**src/rtl/pic_pkg.sv**
```systemverilog
package pic_pkg;

    typedef enum logic [1:0] {
        ST_IDLE = 2'd0,
        ST_REQ  = 2'd1,
        ST_VEC  = 2'd2
    } pic_state_t;

    typedef enum logic [1:0] {
        OP_NONE   = 2'b00,
        OP_EOI_NS = 2'b01,
        OP_EOI_SP = 2'b10,
        OP_MODE   = 2'b11
    } pic_op_t;

    localparam logic [1:0] A_BASE = 2'd0;
    localparam logic [1:0] A_MASK = 2'd1;
    localparam logic [1:0] A_CMD  = 2'd2;

endpackage

```
**src/rtl/pic_prio_find.sv**
```systemverilog
// Finds the highest-priority set bit of vec, where priority runs upward
// from the position just above 'lowest', wrapping around.
module pic_prio_find #(
    parameter int N_IRQ = 8,
    localparam int IDX_W = $clog2(N_IRQ),
    localparam int RANK_W = IDX_W + 1
) (
    input  logic [N_IRQ-1:0]  vec,
    input  logic [IDX_W-1:0]  lowest,
    output logic              found,
    output logic [IDX_W-1:0]  idx,
    output logic [RANK_W-1:0] rank
);

    logic [IDX_W-1:0] pos;

    always_comb begin
        found = 1'b0;
        idx   = '0;
        rank  = RANK_W'(N_IRQ);
        pos   = '0;
        for (int r = N_IRQ - 1; r >= 0; r--) begin
            pos = lowest + IDX_W'(1) + IDX_W'(r);
            if (vec[pos]) begin
                found = 1'b1;
                idx   = pos;
                rank  = RANK_W'(r);
            end
        end
    end

endmodule

```
**src/rtl/pic_cfg_regs.sv**
```systemverilog
module pic_cfg_regs
    import pic_pkg::*;
#(
    parameter int N_IRQ = 8,
    parameter int VEC_W = 8,
    localparam int IDX_W = $clog2(N_IRQ),
    localparam int HI_W = VEC_W - IDX_W
) (
    input  logic             clk,
    input  logic             rst_n,
    input  logic             wr_en,
    input  logic [1:0]       wr_addr,
    input  logic [VEC_W-1:0] wr_data,
    output logic [HI_W-1:0]  base_hi,
    output logic [N_IRQ-1:0] mask,
    output logic             rot_en,
    output logic             eoi_ns,
    output logic             eoi_sp,
    output logic [IDX_W-1:0] eoi_lvl
);

    pic_op_t op;
    logic    cmd_wr;

    assign op      = pic_op_t'(wr_data[VEC_W-1 -: 2]);
    assign cmd_wr  = wr_en && (wr_addr == A_CMD);
    assign eoi_ns  = cmd_wr && (op == OP_EOI_NS);
    assign eoi_sp  = cmd_wr && (op == OP_EOI_SP);
    assign eoi_lvl = wr_data[IDX_W-1:0];

    always_ff @(posedge clk or negedge rst_n) begin
        if (!rst_n) begin
            base_hi <= '0;
            mask    <= '0;
            rot_en  <= 1'b0;
        end else if (wr_en) begin
            if (wr_addr == A_BASE) base_hi <= wr_data[VEC_W-1:IDX_W];
            if (wr_addr == A_MASK) mask    <= wr_data[N_IRQ-1:0];
            if (cmd_wr && op == OP_MODE) rot_en <= wr_data[0];
        end
    end

endmodule

```
**src/rtl/prio_irq_ctrl.sv**
```systemverilog
module prio_irq_ctrl
    import pic_pkg::*;
#(
    parameter int N_IRQ = 8,
    parameter int VEC_W = 8,
    localparam int IDX_W = $clog2(N_IRQ),
    localparam int RANK_W = IDX_W + 1,
    localparam int HI_W = VEC_W - IDX_W
) (
    input  logic             clk,
    input  logic             rst_n,
    input  logic [N_IRQ-1:0] irq_in,
    input  logic             inta,
    input  logic             wr_en,
    input  logic [1:0]       wr_addr,
    input  logic [VEC_W-1:0] wr_data,
    output logic             int_out,
    output logic             vec_valid,
    output logic [VEC_W-1:0] vec_out
);

    pic_state_t       state, state_nx;
    logic [N_IRQ-1:0] irq_q, irr, isr, irr_nx, isr_nx;
    logic [IDX_W-1:0] lowest, lowest_nx;
    logic [HI_W-1:0]  base_hi;
    logic [N_IRQ-1:0] mask;
    logic             rot_en, eoi_ns, eoi_sp;
    logic [IDX_W-1:0] eoi_lvl;
    logic             req_found, isr_found, cand_ok, ack_take;
    logic [IDX_W-1:0] req_idx, isr_idx;
    logic [RANK_W-1:0] req_rank, isr_rank;

    pic_cfg_regs #(.N_IRQ(N_IRQ), .VEC_W(VEC_W)) u_cfg (
        .clk(clk), .rst_n(rst_n), .wr_en(wr_en), .wr_addr(wr_addr),
        .wr_data(wr_data), .base_hi(base_hi), .mask(mask), .rot_en(rot_en),
        .eoi_ns(eoi_ns), .eoi_sp(eoi_sp), .eoi_lvl(eoi_lvl)
    );

    pic_prio_find #(.N_IRQ(N_IRQ)) u_req_find (
        .vec(irr & ~mask), .lowest(lowest),
        .found(req_found), .idx(req_idx), .rank(req_rank)
    );

    pic_prio_find #(.N_IRQ(N_IRQ)) u_isr_find (
        .vec(isr), .lowest(lowest),
        .found(isr_found), .idx(isr_idx), .rank(isr_rank)
    );

    assign cand_ok  = req_found && (req_rank < isr_rank);
    assign ack_take = (state == ST_REQ) && inta && cand_ok;

    // state register
    always_ff @(posedge clk or negedge rst_n) begin
        if (!rst_n) state <= ST_IDLE;
        else        state <= state_nx;
    end

    always_comb begin
        state_nx = state;
        unique case (state)
            ST_IDLE: if (cand_ok)  state_nx = ST_REQ;
            ST_REQ:  if (ack_take) state_nx = ST_VEC;
                     else if (!cand_ok) state_nx = ST_IDLE;
            ST_VEC:  state_nx = ST_IDLE;
            default: state_nx = ST_IDLE;
        endcase
    end

    // pending, in-service and rotation pointer updates
    always_comb begin
        irr_nx    = irr | (irq_in & ~irq_q);
        isr_nx    = isr;
        lowest_nx = rot_en ? lowest : IDX_W'(N_IRQ - 1);
        if (ack_take) begin
            irr_nx[req_idx] = 1'b0;
            isr_nx[req_idx] = 1'b1;
        end
        if (eoi_ns && isr_found) begin
            isr_nx[isr_idx] = 1'b0;
            if (rot_en) lowest_nx = isr_idx;
        end
        if (eoi_sp) isr_nx[eoi_lvl] = 1'b0;
    end

    always_ff @(posedge clk or negedge rst_n) begin
        if (!rst_n) begin
            irq_q  <= '0;
            irr    <= '0;
            isr    <= '0;
            lowest <= IDX_W'(N_IRQ - 1);
        end else begin
            irq_q  <= irq_in;
            irr    <= irr_nx;
            isr    <= isr_nx;
            lowest <= lowest_nx;
        end
    end

    // outputs
    always_ff @(posedge clk or negedge rst_n) begin
        if (!rst_n)        vec_out <= '0;
        else if (ack_take) vec_out <= {base_hi, req_idx};
    end

    assign int_out   = (state == ST_REQ) && cand_ok;
    assign vec_valid = (state == ST_VEC);

    p_int_unmasked_r5: assert property (@(posedge clk) disable iff (!rst_n)
        int_out |-> (|(irr & ~mask)));

    p_vec_pulse_r6: assert property (@(posedge clk) disable iff (!rst_n)
        vec_valid |=> !vec_valid);

    p_ack_sets_isr_r6: assert property (@(posedge clk) disable iff (!rst_n)
        ack_take |=> isr[$past(req_idx)]);

    p_masked_not_served_r3: assert property (@(posedge clk) disable iff (!rst_n)
        ((isr & ~$past(isr)) & $past(mask)) == '0);

    p_ignore_inta_r7: assert property (@(posedge clk) disable iff (!rst_n)
        (inta && !int_out) |=> !vec_valid);

endmodule

```
**config.mk**
```make
export PLATFORM = sky130hd
export DESIGN_NAME = prio_irq_ctrl
export DESIGN_NICKNAME = d
export VERILOG_FILES = /design/src/rtl/pic_pkg.sv /design/src/rtl/pic_prio_find.sv /design/src/rtl/pic_cfg_regs.sv /design/src/rtl/prio_irq_ctrl.sv
export SDC_FILE = /design/constraint.sdc
export NUM_CORES = 1
export LEC_CHECK = 0
export BUFFER_PORTS_ARGS = -buffer_cell sky130_fd_sc_hd__buf_2
export CAP_MARGIN = 40
export CELL_PAD_IN_SITES_DETAIL_PLACEMENT = 0
export CELL_PAD_IN_SITES_GLOBAL_PLACEMENT = 2
export CORE_MARGIN = 4
export CORE_UTILIZATION = 43
export CTS_BUF_LIST = sky130_fd_sc_hd__clkbuf_4
export DETAILED_ROUTE_END_ITERATION = 7
export HOLD_SLACK_MARGIN = 0.05
export PLACE_DENSITY = 0.89
export SLEW_MARGIN = 10
export SYNTH_ARGS = -nofsm -noshare
export SYNTH_HDL_FRONTEND = slang
export SYNTH_SLANG_ARGS = --single-unit
```
**constraint.sdc**
```tcl
create_clock -name clk -period 13.83 [get_ports clk]
set_clock_uncertainty 0.1 [all_clocks]
set_input_delay 0.6915 -clock clk [delete_from_list [all_inputs] [get_ports clk]]
set_output_delay 0.6915 -clock clk [all_outputs]
set_load 0.01 [all_outputs]
```
==> results of run 1 <==
## layout make-up
type / count / area (sq um) / area share
flip-flops and latches: 51 / 1280 / 0.2814
inverters: 20 / 75.07 / 0.01651
clock inverters: 3 / 26.28 / 0.005777
clock buffers: 5 / 37.54 / 0.008253
repair buffers: 37 / 203.9 / 0.04484
well taps: 133 / 166.4 / 0.03659
multi-input cells: 348 / 2759 / 0.6066
## cells by family after synthesis
group                      count (synthesis)  synth area share
AOI/OAI and AO/OA                        120            0.2036
xor gates and xnor gates                   6           0.02145
adders and majority gates                  5           0.01469
buffers and inverters                     45           0.05142
DFF                                       51            0.3006
muxes                                     55            0.1837
and+or+nand+nor                          162            0.2245
## how the worst min path moves through the flow
stage                             end                   start  slack (ns)  cells after the start
2_1_floorplan      irq_q[0]$_DFF_PN0_                   rst_n        0.30                      0
3_3_place_gp   vec_out[1]$_DFFE_PN0N_  vec_out[1]$_DFFE_PN0N_        0.37                      1
3_5_place_dp   vec_out[5]$_DFFE_PN0N_  vec_out[5]$_DFFE_PN0N_        0.37                      1
4_1_cts            irq_q[5]$_DFF_PN0_               irq_in[5]        0.29                      1
5_1_grt            irq_q[0]$_DFF_PN0_               irq_in[0]        0.29                      1
6_report         state[1]$_DFFE_PN0P_                   rst_n        0.28                      2
## Yosys cell counts (all sizes together), types with 3 or more instances
library cell | number | share of area
inv | 18 | 0.016
ha | 5 | 0.015
a21boi | 3 | 0.0053
xnor2 | 3 | 0.0079
nand2 | 28 | 0.025
a211o | 3 | 0.0062
nand4b | 3 | 0.0062
nor4bb | 8 | 0.019
a31oi | 12 | 0.021
nor3 | 16 | 0.019
o21ai | 25 | 0.029
a221oi | 5 | 0.012
nand4 | 3 | 0.0044
mux2 | 29 | 0.078
a22o | 3 | 0.0062
clkbuf | 9 | 0.0079
o21a | 5 | 0.0088
nor4b | 6 | 0.012
o211ai | 7 | 0.012
o21ba | 3 | 0.0071
a311oi | 5 | 0.010
mux2i | 11 | 0.026
mux4 | 15 | 0.079
a21oi | 18 | 0.022
a221o | 4 | 0.0094
or3 | 3 | 0.0044
or4 | 6 | 0.012
nand3 | 8 | 0.011
and3 | 3 | 0.0044
nand3b | 7 | 0.012
and4b | 4 | 0.0094
nand2b | 4 | 0.0059
dfstp | 3 | 0.019
nor2b | 22 | 0.032
dfrtp | 48 | 0.28
nor2 | 29 | 0.026
nor4 | 3 | 0.0044
a211oi | 6 | 0.011
buf | 16 | 0.026
## worst reg2reg max path, cell delays in order (launching register included)
cell and delay (ns):
dfstp_2 1.08, inv_2 0.31, ha_1 0.70, buf_4 0.46, clkinv_1 0.56, mux2_2 0.48
nor4_1 0.49, and3_1 0.29, ha_1 0.26, a211oi_1 0.20, inv_1 0.09, a311oi_1 0.30
nor2b_1 0.18, buf_4 0.23, or4b_4 0.50, o21a_1 0.13
## routing by layer
layer / up-vias / track usage / share of wire
met3: 19 / 0.03059 / 0.064
met4: 0 / 0.06041 / 0.026
li1: 1772 / - / -
met5: - / 0 / 0
met2: 167 / 0.3246 / 0.47
met1: 1777 / 0.2993 / 0.44
## through the flow
stage               instances  utilization
floorplan                 444            -
global placement          588       0.4597
detailed placement        589       0.4609
CTS                       597       0.4675
global route              597       0.4675
finish                    597       0.4675
## report_power, final
group	total [W]	internal [W]	switching, W
clock	0.0000739	0.0000216	0.0000523
combinational	0.000382	0.000167	0.000215
sequential	0.000219	0.000184	0.0000348
## state kept, by name (all words and copies together) (netlist names)
register,count
vec_out,8
isr,8
lowest,3
u_cfg.mask,8
irq_q,8
u_cfg.base_hi,5
irr,8
state,2
u_cfg.rot_en,1
==> flow_summary.html, run 1 <==
<table>
<tr><th>Metric</th><th>Value</th></tr>
<tr><th colspan="2">Logic synthesis</th></tr>
<tr><td>Post-synthesis sequential area ratio</td><td>0.3006</td></tr>
<tr><td>Dominant register cell in the synthesized netlist</td><td>dfrtp_1</td></tr>
<tr><td>Count of different cell masters after synthesis</td><td>79</td></tr>
<tr><td>Yosys warning count</td><td>0</td></tr>
<tr><td>Post-synth net total</td><td>471</td></tr>
<tr><td>Post-synth EDFFs</td><td>0</td></tr>
<tr><td>Area of the mapped netlist</td><td>4258 sq um</td></tr>
<tr><td>Count of mapped cells out of synthesis</td><td>444</td></tr>
<tr><td>Fraction of registers with async set or reset after synthesis</td><td>1.000</td></tr>
<tr><td>Synthesized flop and latch total</td><td>51</td></tr>
<tr><td>Average instance area after synthesis</td><td>9.590 sq um</td></tr>
<tr><th colspan="2">Timing</th></tr>
<tr><td>Final min period</td><td>6.698 ns</td></tr>
<tr><td>Transition at the pin with the smallest max-transition slack</td><td>0.7866 ns</td></tr>
<tr><td>Final sum of negative setup slack</td><td>0 ns</td></tr>
<tr><td>Final setup violation count</td><td>0</td></tr>
<tr><td>Final Slew Violations</td><td>0</td></tr>
<tr><td>Number of hold-slack violations in the final timing report</td><td>0</td></tr>
<tr><td>Relative max-transition margin</td><td>0.4756</td></tr>
<tr><td>Hold slack final</td><td>0.2754 ns</td></tr>
<tr><td>Unrepaired setup endpoints after global routing</td><td>false</td></tr>
<tr><td>Peak Freq</td><td>0.1493 GHz</td></tr>
<tr><td>Setup WS post-layout</td><td>7.132 ns</td></tr>
<tr><td>Fraction of the cycle the final worst path needs</td><td>0.4843</td></tr>
<tr><th colspan="2">Power and ir drop</th></tr>
<tr><td>Worst vdd ir</td><td>0.09797 mV</td></tr>
<tr><td>Total design power</td><td>0.0006746 W</td></tr>
<tr><td>Leakage power figure</td><td>1.819 nW</td></tr>
<tr><td>Areal power density over the cells</td><td>148.3 nW/um^2</td></tr>
<tr><th colspan="2">Clocking</th></tr>
<tr><td>CTS tree</td><td>yes</td></tr>
<tr><td>Total number of H-tree levels</td><td>2</td></tr>
<tr><td>Clock Latency Late Sink</td><td>0.38 ns</td></tr>
<tr><td>Post-cts resize count</td><td>0</td></tr>
<tr><td>Deepest clock path buffer count</td><td>2</td></tr>
<tr><td>Clock Tree Root</td><td>clkbuf_4</td></tr>
<tr><td>Number of hold buffers added after CTS</td><td>0</td></tr>
<tr><td>Setup Buffers After CTS</td><td>0</td></tr>
<tr><td>Clk pin slew, worst setup/hold paths</td><td>0.16 ns</td></tr>
<tr><td>TritonCTS sink count</td><td>51</td></tr>
<tr><td>Number of CTS-inserted buffers</td><td>5</td></tr>
<tr><th colspan="2">Layout</th></tr>
<tr><td>FILL cells</td><td>972</td></tr>
<tr><td>Post-route standard cell area excluding fillers</td><td>4548 sq um</td></tr>
<tr><td>Most frequent cells in the layout</td><td>dfrtp_1, buf_2, nor2_1</td></tr>
<tr><td>Fraction of layout cells with a size suffix above 1</td><td>0.2241</td></tr>
<tr><td>Most common library cell in the layout ignoring fill and taps</td><td>dfrtp_1</td></tr>
<tr><td>Final net count</td><td>490</td></tr>
<tr><td># diodes</td><td>0</td></tr>
<tr><td>Layout overhead on the synthesized area</td><td>6.817%</td></tr>
<tr><th colspan="2">Global routing</th></tr>
<tr><td>GRT Total Usage</td><td>0.2077</td></tr>
<tr><td>Maximum number of pins on one net before global-route repair</td><td>52</td></tr>
<tr><td>Wire length of the first global-routing pass</td><td>18960 microns</td></tr>
<tr><td>Antenna violations before repair</td><td>0</td></tr>
<tr><td>Sum of overflow across all layers after global routing</td><td>0</td></tr>
<tr><td>Via count of the first global-routing pass</td><td>3500</td></tr>
<tr><th colspan="2">Placement</th></tr>
<tr><td>HPWL Detailed</td><td>8781 microns</td></tr>
<tr><td>Placed inst area</td><td>4484 sq um</td></tr>
<tr><td>Place WS</td><td>7.395 ns</td></tr>
<tr><td>Gp weighted congestion</td><td>0.9080</td></tr>
<tr><td>Number of port buffers</td><td>31</td></tr>
<tr><th colspan="2">Worst setup path</th></tr>
<tr><td>Worst r2r src</td><td>lowest[0]$_DFF_PN1_</td></tr>
<tr><td>End of the critical path</td><td>int_out</td></tr>
<tr><td>Worst endpoint required time</td><td>13.04 ns</td></tr>
<tr><td>Crit path launch type</td><td>register</td></tr>
<tr><td>Worst Path Max Fanout</td><td>42</td></tr>
<tr><td>Family with the most delay on the worst path</td><td>compound AO/OA/AOI/OAI gates</td></tr>
<tr><td>Endpoint type of the worst setup path</td><td>output pin</td></tr>
<tr><td>Critical-path cell with the highest stage delay</td><td>dfstp_2</td></tr>
<tr><td>Slack of the worst reg-to-reg path</td><td>7.36 ns</td></tr>
<tr><td>Endpoint of the worst-slack reg-to-reg timing path</td><td>irr[4]$_DFF_PN0_</td></tr>
<tr><td>Data arrival time of the worst path</td><td>5.91 ns</td></tr>
<tr><td>Largest stage delay on the critical path</td><td>1.08 ns</td></tr>
<tr><td>Origin of the worst setup path</td><td>lowest[0]$_DFF_PN1_</td></tr>
<tr><td>Reg2reg path depth</td><td>15</td></tr>
<tr><td>CP bufs+invs</td><td>3</td></tr>
<tr><td>Critical path, cell by cell</td><td>inv_2, ha_1, buf_4, nor4b_1, o41ai_1, o21ai_1, or2_2, nor4_1, ha_1, o211ai_1, a31oi_4, nor4b_1, buf_2</td></tr>
<tr><td>Cell depth of the worst setup path</td><td>13</td></tr>
<tr><td>Critical path type</td><td>reg -&gt; out</td></tr>
<tr><th colspan="2">Floorplanning</th></tr>
<tr><td>Starting Density</td><td>0.4376</td></tr>
<tr><td>Die W</td><td>107.5 microns</td></tr>
<tr><td>Row count</td><td>36</td></tr>
<tr><td>Die area</td><td>11560 sq um</td></tr>
<tr><td>Std-Cell Core Area</td><td>9729 sq um</td></tr>
<tr><td>Die height</td><td>107.5 microns</td></tr>
<tr><td>I/O pin count</td><td>32</td></tr>
<tr><th colspan="2">Worst hold path</th></tr>
<tr><td>Worst Hold Class</td><td>in -&gt; async</td></tr>
<tr><th colspan="2">Drt</th></tr>
<tr><td>Final Routed Wirelength</td><td>11560 microns</td></tr>
<tr><td>DRC</td><td>0</td></tr>
<tr><td>Detailed-route wire length per cell</td><td>19.36 microns</td></tr>
<tr><td>Detailed Routing Iterations Pass 1</td><td>5</td></tr>
<tr><td>Ratio of routed vias to standard cells</td><td>6.256</td></tr>
<tr><td>Total number of vias</td><td>3735</td></tr>
<tr><td>Count of antenna-violating nets left after detailed routing</td><td>0</td></tr>
<tr><td>Number of DRC markers in iteration 0</td><td>309</td></tr>
<tr><th colspan="2">Run status</th></tr>
<tr><td>Status</td><td>finished clean</td></tr>
<tr><th colspan="2">Flow run</th></tr>
<tr><td># Max-Cap Violations</td><td>0</td></tr>
</table>
Note: power is estimated with default switching activity, not from simulation.
==> inputs of run 2 (changes only) <==
--- a/config.mk
+++ b/config.mk
@@ -10,11 +10,11 @@
 export CELL_PAD_IN_SITES_DETAIL_PLACEMENT = 0
 export CELL_PAD_IN_SITES_GLOBAL_PLACEMENT = 2
 export CORE_MARGIN = 4
-export CORE_UTILIZATION = 43
+export CORE_UTILIZATION = 40
 export CTS_BUF_LIST = sky130_fd_sc_hd__clkbuf_4
 export DETAILED_ROUTE_END_ITERATION = 7
 export HOLD_SLACK_MARGIN = 0.05
-export PLACE_DENSITY = 0.89
+export PLACE_DENSITY = 0.83
 export SLEW_MARGIN = 10
 export SYNTH_ARGS = -nofsm -noshare
 export SYNTH_HDL_FRONTEND = slang
==> constraint.sdc (replaced) <==
create_clock -name clk -period 6.2 [get_ports clk]
set_clock_uncertainty 0.1 [all_clocks]
set_input_delay 0.31 -clock clk [delete_from_list [all_inputs] [get_ports clk]]
set_output_delay 0.31 -clock clk [all_outputs]
set_load 0.01 [all_outputs]
==> run 2 against run 1 <==
Against the previous run: first-iteration DRC count decreased by 10%; sequential share of layout area decreased by 0.72 points; setup slack got worse by 6.4 ns; critical path type is now reg -> reg; critical endpoint is now irr[4]$_DFF_PN0_.
==> flow_summary.html, run 2 (synthesized netlist as in run 1, its figures left out) <==
<table>
<tr><th>Metric</th><th>Value</th></tr>
<tr><th colspan="2">Power and ir drop</th></tr>
<tr><td>Worst vdd ir</td><td>0.1858 mV</td></tr>
<tr><td>Leakage power figure</td><td>1.875 nW</td></tr>
<tr><td>Areal power density over the cells</td><td>322.5 nW/um^2</td></tr>
<tr><th colspan="2">Worst setup path</th></tr>
<tr><td>Critical-path cell with the highest stage delay</td><td>ha_1</td></tr>
<tr><td>Crit-path most repeated cell</td><td>buf_4</td></tr>
<tr><td>Worst endpoint required time</td><td>6.37 ns</td></tr>
<tr><td>Origin of the worst setup path</td><td>lowest[0]$_DFF_PN1_</td></tr>
<tr><td>Critical path type</td><td>reg -&gt; reg</td></tr>
<tr><td>Endpoint of the worst-slack reg-to-reg timing path</td><td>irr[4]$_DFF_PN0_</td></tr>
<tr><td>Worst Path Max Fanout</td><td>26</td></tr>
<tr><td>Endpoint type of the worst setup path</td><td>register</td></tr>
<tr><td>Largest stage delay on the critical path</td><td>0.77 ns</td></tr>
<tr><td>Data arrival time of the worst path</td><td>5.67 ns</td></tr>
<tr><td>Reg2reg path depth</td><td>17</td></tr>
<tr><td>Crit path launch type</td><td>register</td></tr>
<tr><td>Worst r2r src</td><td>lowest[0]$_DFF_PN1_</td></tr>
<tr><td>Critical path, cell by cell</td><td>inv_2, ha_1, buf_4, buf_4, clkinv_1, buf_4, mux2_2, nor4_1, and3_1, ha_1, a211oi_1, inv_1, a311oi_1, nor2b_1, buf_4, or4b_4, o21a_1</td></tr>
<tr><td>Slack of the worst reg-to-reg path</td><td>0.70 ns</td></tr>
<tr><td>End of the critical path</td><td>irr[4]$_DFF_PN0_</td></tr>
<tr><th colspan="2">Clocking</th></tr>
<tr><td>Clock Tree Root</td><td>clkbuf_4</td></tr>
<tr><td>Total number of H-tree levels</td><td>2</td></tr>
<tr><td>TritonCTS sink count</td><td>51</td></tr>
<tr><td>Clock Latency Late Sink</td><td>0.35 ns</td></tr>
<tr><td>CTS tree</td><td>yes</td></tr>
<tr><td>Clk pin slew, worst setup/hold paths</td><td>0.14 ns</td></tr>
<tr><td>Number of CTS-inserted buffers</td><td>5</td></tr>
<tr><td>Post-cts resize count</td><td>0</td></tr>
<tr><td>Deepest clock path buffer count</td><td>2</td></tr>
<tr><th colspan="2">Placement</th></tr>
<tr><td>Place WS</td><td>0.7548 ns</td></tr>
<tr><td>HPWL Detailed</td><td>9323 microns</td></tr>
<tr><td>Gp weighted congestion</td><td>0.8981</td></tr>
<tr><td>Placed inst area</td><td>4526 sq um</td></tr>
<tr><td>Number of port buffers</td><td>31</td></tr>
<tr><th colspan="2">Drt</th></tr>
<tr><td>Count of antenna-violating nets left after detailed routing</td><td>0</td></tr>
<tr><td>Detailed Routing Iterations Pass 1</td><td>6</td></tr>
<tr><td>Detailed-route wire length per cell</td><td>19.70 microns</td></tr>
<tr><td>Final Routed Wirelength</td><td>12100 microns</td></tr>
<tr><td>Total number of vias</td><td>3752</td></tr>
<tr><td>Number of DRC markers in iteration 0</td><td>278</td></tr>
<tr><td>Ratio of routed vias to standard cells</td><td>6.111</td></tr>
<tr><td>DRC</td><td>0</td></tr>
<tr><th colspan="2">Layout</th></tr>
<tr><td>Post-route standard cell area excluding fillers</td><td>4668 sq um</td></tr>
<tr><td># diodes</td><td>0</td></tr>
<tr><td>Most frequent cells in the layout</td><td>dfrtp_1, buf_2, nor2_1</td></tr>
<tr><td>Most common library cell in the layout ignoring fill and taps</td><td>dfrtp_1</td></tr>
<tr><td>Final net count</td><td>504</td></tr>
<tr><td>Layout overhead on the synthesized area</td><td>9.639%</td></tr>
<tr><td>Fraction of layout cells with a size suffix above 1</td><td>0.2238</td></tr>
<tr><th colspan="2">Worst hold path</th></tr>
<tr><td>Hold path startpoint</td><td>wr_data[5]</td></tr>
<tr><td>Worst Hold Class</td><td>in -&gt; reg</td></tr>
<tr><th colspan="2">Timing</th></tr>
<tr><td>Final sum of negative setup slack</td><td>0 ns</td></tr>
<tr><td>Peak Freq</td><td>0.1818 GHz</td></tr>
<tr><td>Final min period</td><td>5.502 ns</td></tr>
<tr><td>Unrepaired setup endpoints after global routing</td><td>false</td></tr>
<tr><td>Fraction of the cycle the final worst path needs</td><td>0.8874</td></tr>
<tr><td>Final setup violation count</td><td>0</td></tr>
<tr><td>Number of hold-slack violations in the final timing report</td><td>0</td></tr>
<tr><td>Relative max-transition margin</td><td>0.4840</td></tr>
<tr><td>Transition at the pin with the smallest max-transition slack</td><td>0.7672 ns</td></tr>
<tr><td>Final Slew Violations</td><td>0</td></tr>
<tr><td>Setup WS post-layout</td><td>0.6983 ns</td></tr>
<tr><th colspan="2">Floorplanning</th></tr>
<tr><td>Starting Density</td><td>0.4124</td></tr>
<tr><td>I/O pin count</td><td>32</td></tr>
<tr><td>Std-Cell Core Area</td><td>10320 sq um</td></tr>
<tr><td>Row count</td><td>37</td></tr>
<tr><td>Die height</td><td>111.2 microns</td></tr>
<tr><td>Die W</td><td>111.2 microns</td></tr>
<tr><td>Die area</td><td>12360 sq um</td></tr>
<tr><th colspan="2">Flow run</th></tr>
<tr><td># Max-Cap Violations</td><td>0</td></tr>
<tr><th colspan="2">Global routing</th></tr>
<tr><td>Via count of the first global-routing pass</td><td>3718</td></tr>
<tr><td>GRT Total Usage</td><td>0.1971</td></tr>
<tr><td>Wire length of the first global-routing pass</td><td>19930 microns</td></tr>
<tr><td>Sum of overflow across all layers after global routing</td><td>0</td></tr>
<tr><td>Maximum number of pins on one net before global-route repair</td><td>52</td></tr>
<tr><td>Antenna violations before repair</td><td>0</td></tr>
<tr><th colspan="2">Run status</th></tr>
<tr><td>Status</td><td>finished clean</td></tr>
</table>
## run 2: cell count changes in the layout (fill, tap and decap cells not counted)
cell           delta
buf_4             +5
dlygate4sd3_1     +9
clkinv_4          -1
clkbuf_4          +1
inv_6             -2
clkinv_1          +2
## run 2: power by group
| part | internal [W] | switching (W) |
|---|---|---|
| logic | 0.000378 | 0.000495 |
| clock network | 0.0000467 | 0.0000981 |
| registers | 0.000410 | 0.0000771 |
## run 2: stage by stage
stage	power (W)	std cells	hold slack [ns]	util
after global routing	0.001624	614	0.06902	0.4522
after floorplan	0.001111	444	-0.08559	-
after global placement	0.001350	596	0.3311	0.4373
after detailed placement	0.001355	597	0.3342	0.4384
final	0.001505	614	0.09248	0.4522
after CTS	0.001506	614	0.08043	0.4522
## run 2: worst min-delay path by stage
stage | to | slack (ns) | cells past startpoint
global route | u_cfg.mask[3]$_DFFE_PN0P_ | 0.07 | 2
finish | u_cfg.mask[5]$_DFFE_PN0P_ | 0.09 | 2
CTS | u_cfg.mask[3]$_DFFE_PN0P_ | 0.08 | 2
floorplan | irq_q[0]$_DFF_PN0_ | -0.09 | 0
global placement | irq_q[1]$_DFF_PN0_ | 0.33 | 1
detailed placement | irq_q[7]$_DFF_PN0_ | 0.33 | 1
## run 2: repair_timing
| item | 4_1_cts | 5_1_grt |
|---|---|---|
| buffers inserted | 0 | 0 |
| hold buffers | 9 | 0 |
| endpoints found under the hold margin | 56 | 0 |
## run 2: routing by layer
layer  GRT usage  share of wire  routed length [microns]
met5           0              0                        0
met4     0.03974         0.0095                      115
met3     0.01747          0.055                      671
met2      0.3265           0.47                     5729
met1      0.2828           0.46                     5579
## run 2: cell type report
cell class	count	area (sq um)
Timing Repair Buffer	51	331.6
Tap cell	136	170.2
Multi-Input combinational cell	348	2759
Inverter	20	75.07
Clock buffer	6	45.04
Sequential cell	51	1280
Fill cell	993	5655
Clock inverter	2	7.507
## run 2: worst max-delay path, delay by kind of cell (launching register included)
| family | cells | cell delay (ns) |
|---|---|---|
| adder cells (fa/ha/maj) | 2 | 1.03 |
| buffers and inverters | 7 | 1.22 |
| flip-flops | 1 | 0.58 |
| AO/OA/AOI/OAI | 3 | 0.67 |
| AND/OR/NAND/NOR | 4 | 1.47 |
| multiplexers | 1 | 0.32 |
==> inputs of run 3 (changes only) <==
--- a/config.mk
+++ b/config.mk
@@ -15,6 +15,7 @@
 export DETAILED_ROUTE_END_ITERATION = 7
 export HOLD_SLACK_MARGIN = 0.05
 export PLACE_DENSITY = 0.83
+export RECOVER_POWER = 25
 export SLEW_MARGIN = 10
 export SYNTH_ARGS = -nofsm -noshare
 export SYNTH_HDL_FRONTEND = slang
==> run 3 against run 2 <==
Against the previous run: design area decreased by 0.21%; via count increased by 0.16%; largest cell class unchanged; total power about the same; flip-flop and latch count unchanged; sequential share of layout area increased by 0.059 points; the run now ends with capacitance limit, slew limit left; fmax about the same; sequential power about the same; count of clock-buffer cells in the layout unchanged; highest routed layer unchanged; clock power about the same.
==> flow_summary.html, run 3 (synthesized netlist as in run 1, its figures left out) <==
<table>
<tr><th>Metric</th><th>Value</th></tr>
<tr><th colspan="2">Run status</th></tr>
<tr><td>Status</td><td>complete, but fails checks</td></tr>
<tr><td>Violations in the final reports</td><td>capacitance limit, slew limit</td></tr>
<tr><th colspan="2">Drt</th></tr>
<tr><td>Final Routed Wirelength</td><td>12100 microns</td></tr>
<tr><td>Met3 routed wirelength</td><td>528 microns</td></tr>
<tr><td>Detailed-route wire length per cell</td><td>19.71 microns</td></tr>
<tr><td>Met2 layer wire length in the routed design</td><td>5758 microns</td></tr>
<tr><td>Ratio of routed vias to standard cells</td><td>6.121</td></tr>
<tr><td>Top Layer Used</td><td>met4</td></tr>
<tr><td>DRC</td><td>0</td></tr>
<tr><td>Count of antenna-violating nets left after detailed routing</td><td>0</td></tr>
<tr><td>Met1 layer wirelength in the final routing</td><td>5699 microns</td></tr>
<tr><td>Total number of vias</td><td>3758</td></tr>
<tr><td>Detailed Routing Iterations Pass 1</td><td>5</td></tr>
<tr><td>Number of DRC markers in iteration 0</td><td>272</td></tr>
<tr><th colspan="2">Layout</th></tr>
<tr><td>Area of the multi-input gates</td><td>2759 sq um</td></tr>
<tr><td>Most frequent cells in the layout</td><td>dfrtp_1, nor2_1, nand2_1</td></tr>
<tr><td>Most common library cell in the layout ignoring fill and taps</td><td>dfrtp_1</td></tr>
<tr><td>Fraction of layout cells with a size suffix above 1</td><td>0.2113</td></tr>
<tr><td>Layout overhead on the synthesized area</td><td>9.404%</td></tr>
<tr><td>FILL cells</td><td>995</td></tr>
<tr><td># diodes</td><td>0</td></tr>
<tr><td>Register Area</td><td>1280 sq um</td></tr>
<tr><td>Final net count</td><td>504</td></tr>
<tr><th colspan="2">Timing</th></tr>
<tr><td>Relative max-transition margin</td><td>-0.8053</td></tr>
<tr><td>Peak Freq</td><td>0.1818 GHz</td></tr>
<tr><td>Final sum of negative setup slack</td><td>0 ns</td></tr>
<tr><td>Transition at the pin with the smallest max-transition slack</td><td>2.708 ns</td></tr>
<tr><td>Number of hold-slack violations in the final timing report</td><td>0</td></tr>
<tr><td>Unrepaired setup endpoints after global routing</td><td>false</td></tr>
<tr><td>Final Slew Violations</td><td>52</td></tr>
<tr><td>Fraction of the cycle the final worst path needs</td><td>0.8873</td></tr>
<tr><td>Final min period</td><td>5.501 ns</td></tr>
<tr><td>Hold slack final</td><td>0.09369 ns</td></tr>
<tr><td>Final setup violation count</td><td>0</td></tr>
<tr><th colspan="2">Floorplanning</th></tr>
<tr><td>Die height</td><td>111.2 microns</td></tr>
<tr><td>Die area</td><td>12360 sq um</td></tr>
<tr><td>I/O pin count</td><td>32</td></tr>
<tr><td>Std-Cell Core Area</td><td>10320 sq um</td></tr>
<tr><td>Die W</td><td>111.2 microns</td></tr>
<tr><td>Starting Density</td><td>0.4124</td></tr>
<tr><td>Row count</td><td>37</td></tr>
<tr><th colspan="2">Worst setup path</th></tr>
<tr><td>Critical-path cell with the highest stage delay</td><td>ha_1</td></tr>
<tr><td>Family with the most delay on the worst path</td><td>simple AND/OR/NAND/NOR gates</td></tr>
<tr><td>Endpoint of the worst-slack reg-to-reg timing path</td><td>irr[4]$_DFF_PN0_</td></tr>
<tr><td>Data arrival time of the worst path</td><td>5.67 ns</td></tr>
<tr><td>Reg2reg path depth</td><td>17</td></tr>
<tr><td>Critical path type</td><td>reg -&gt; reg</td></tr>
<tr><td>Endpoint type of the worst setup path</td><td>register</td></tr>
<tr><td>Slack of the worst reg-to-reg path</td><td>0.70 ns</td></tr>
<tr><td>Worst endpoint required time</td><td>6.37 ns</td></tr>
<tr><td>Crit path launch type</td><td>register</td></tr>
<tr><td>Critical path, cell by cell</td><td>inv_2, ha_1, buf_4, buf_4, clkinv_1, buf_4, mux2_2, nor4_1, and3_1, ha_1, a211oi_1, inv_1, a311oi_1, nor2b_1, buf_4, or4b_4, o21a_1</td></tr>
<tr><td>Origin of the worst setup path</td><td>lowest[0]$_DFF_PN1_</td></tr>
<tr><td>Largest stage delay on the critical path</td><td>0.78 ns</td></tr>
<tr><td>Cell depth of the worst setup path</td><td>17</td></tr>
<tr><td>Worst Path Max Fanout</td><td>26</td></tr>
<tr><td>Worst r2r src</td><td>lowest[0]$_DFF_PN1_</td></tr>
<tr><td>CP bufs+invs</td><td>7</td></tr>
<tr><td>End of the critical path</td><td>irr[4]$_DFF_PN0_</td></tr>
<tr><td>Crit-path most repeated cell</td><td>buf_4</td></tr>
<tr><th colspan="2">Flow run</th></tr>
<tr><td># Max-Cap Violations</td><td>1</td></tr>
<tr><th colspan="2">Clocking</th></tr>
<tr><td>CTS tree</td><td>yes</td></tr>
<tr><td>Setup Buffers After CTS</td><td>0</td></tr>
<tr><td>Clk pin slew, worst setup/hold paths</td><td>0.14 ns</td></tr>
<tr><td>TritonCTS sink count</td><td>51</td></tr>
<tr><td>Number of hold buffers added after CTS</td><td>9</td></tr>
<tr><td>Total number of H-tree levels</td><td>2</td></tr>
<tr><td>Clock Latency Late Sink</td><td>0.35 ns</td></tr>
<tr><td>Post-cts resize count</td><td>0</td></tr>
<tr><td>Deepest clock path buffer count</td><td>2</td></tr>
<tr><td>Number of CTS-inserted buffers</td><td>5</td></tr>
<tr><td>Clock Tree Root</td><td>clkbuf_4</td></tr>
<tr><th colspan="2">Worst hold path</th></tr>
<tr><td>Hold path startpoint</td><td>wr_data[5]</td></tr>
<tr><td>Worst Hold Class</td><td>in -&gt; reg</td></tr>
<tr><th colspan="2">Placement</th></tr>
<tr><td>HPWL Detailed</td><td>9323 microns</td></tr>
<tr><td>Gp weighted congestion</td><td>0.8981</td></tr>
<tr><td>Number of port buffers</td><td>31</td></tr>
<tr><th colspan="2">Power and ir drop</th></tr>
<tr><td>Areal power density over the cells</td><td>323.1 nW/um^2</td></tr>
<tr><td>Worst vdd ir</td><td>0.1863 mV</td></tr>
<tr><td>Leakage power figure</td><td>1.858 nW</td></tr>
<tr><th colspan="2">Global routing</th></tr>
<tr><td>Maximum number of pins on one net before global-route repair</td><td>52</td></tr>
<tr><td>Wire length of the first global-routing pass</td><td>19930 microns</td></tr>
<tr><td>GRT Total Usage</td><td>0.1971</td></tr>
<tr><td>Via count of the first global-routing pass</td><td>3718</td></tr>
<tr><td>Antenna violations before repair</td><td>0</td></tr>
<tr><td>Sum of overflow across all layers after global routing</td><td>0</td></tr>
</table>
==> run 3: changes by cell type in the layout (fill, tap and decap cells not counted) <==
cell / delta
buf_4: -1
clkbuf_1: +6
buf_2: -5
==> run 3: metal layers <==
layer	track usage	vias up
met5	0	-
met2	0.3265	117
met3	0.01747	10
met4	0.03974	0
li1	-	1784
met1	0.2828	1847
==> run 3: worst reg2reg max path: cells and delay by family (launching register included) <==
kind            cells  cell delay, ns
mux                 1            0.32
flops               1            0.58
compound gates      3            0.66
buf+inv             7            1.24
simple gates        4            1.47
fa+ha+maj           2            1.04
==> run 3: final cells by class <==
cell class / count / area share
clock buffer: 6 / 0.009670
clock inverter: 2 / 0.001612
inverter: 20 / 0.01612
multi-input combinational: 348 / 0.5923
sequential: 51 / 0.2748
tap: 136 / 0.03653
timing repair buffer: 51 / 0.06903
==> run 3: per-stage QoR <==
stage | worst slack (ns) | power, W | instances | cell area (sq um) | utilization
after floorplan | 1.359 | 0.001111 | 444 | 4258 | -
after global placement | 0.9046 | 0.001350 | 596 | 4514 | 0.4373
after detailed placement | 0.7548 | 0.001355 | 597 | 4526 | 0.4384
after CTS | 0.7182 | 0.001506 | 614 | 4668 | 0.4522
after global routing | 0.2391 | 0.001623 | 614 | 4658 | 0.4512
final | 0.6989 | 0.001505 | 614 | 4658 | 0.4512
==> run 3: worst min path at each step <==
stage	end	depth (start not counted)
after floorplan	irq_q[0]$_DFF_PN0_	0
after global placement	irq_q[1]$_DFF_PN0_	1
after detailed placement	irq_q[7]$_DFF_PN0_	1
after CTS	u_cfg.mask[3]$_DFFE_PN0P_	2
after global routing	u_cfg.mask[3]$_DFFE_PN0P_	2
final	u_cfg.mask[5]$_DFFE_PN0P_	2
==> run 3: report_power, final <==
part           switching [W]  internal (W)  total [W]
sequential         0.0000771      0.000410   0.000487
combinational       0.000495      0.000378   0.000873
clock              0.0000985     0.0000467   0.000145
total               0.000671      0.000834    0.00151
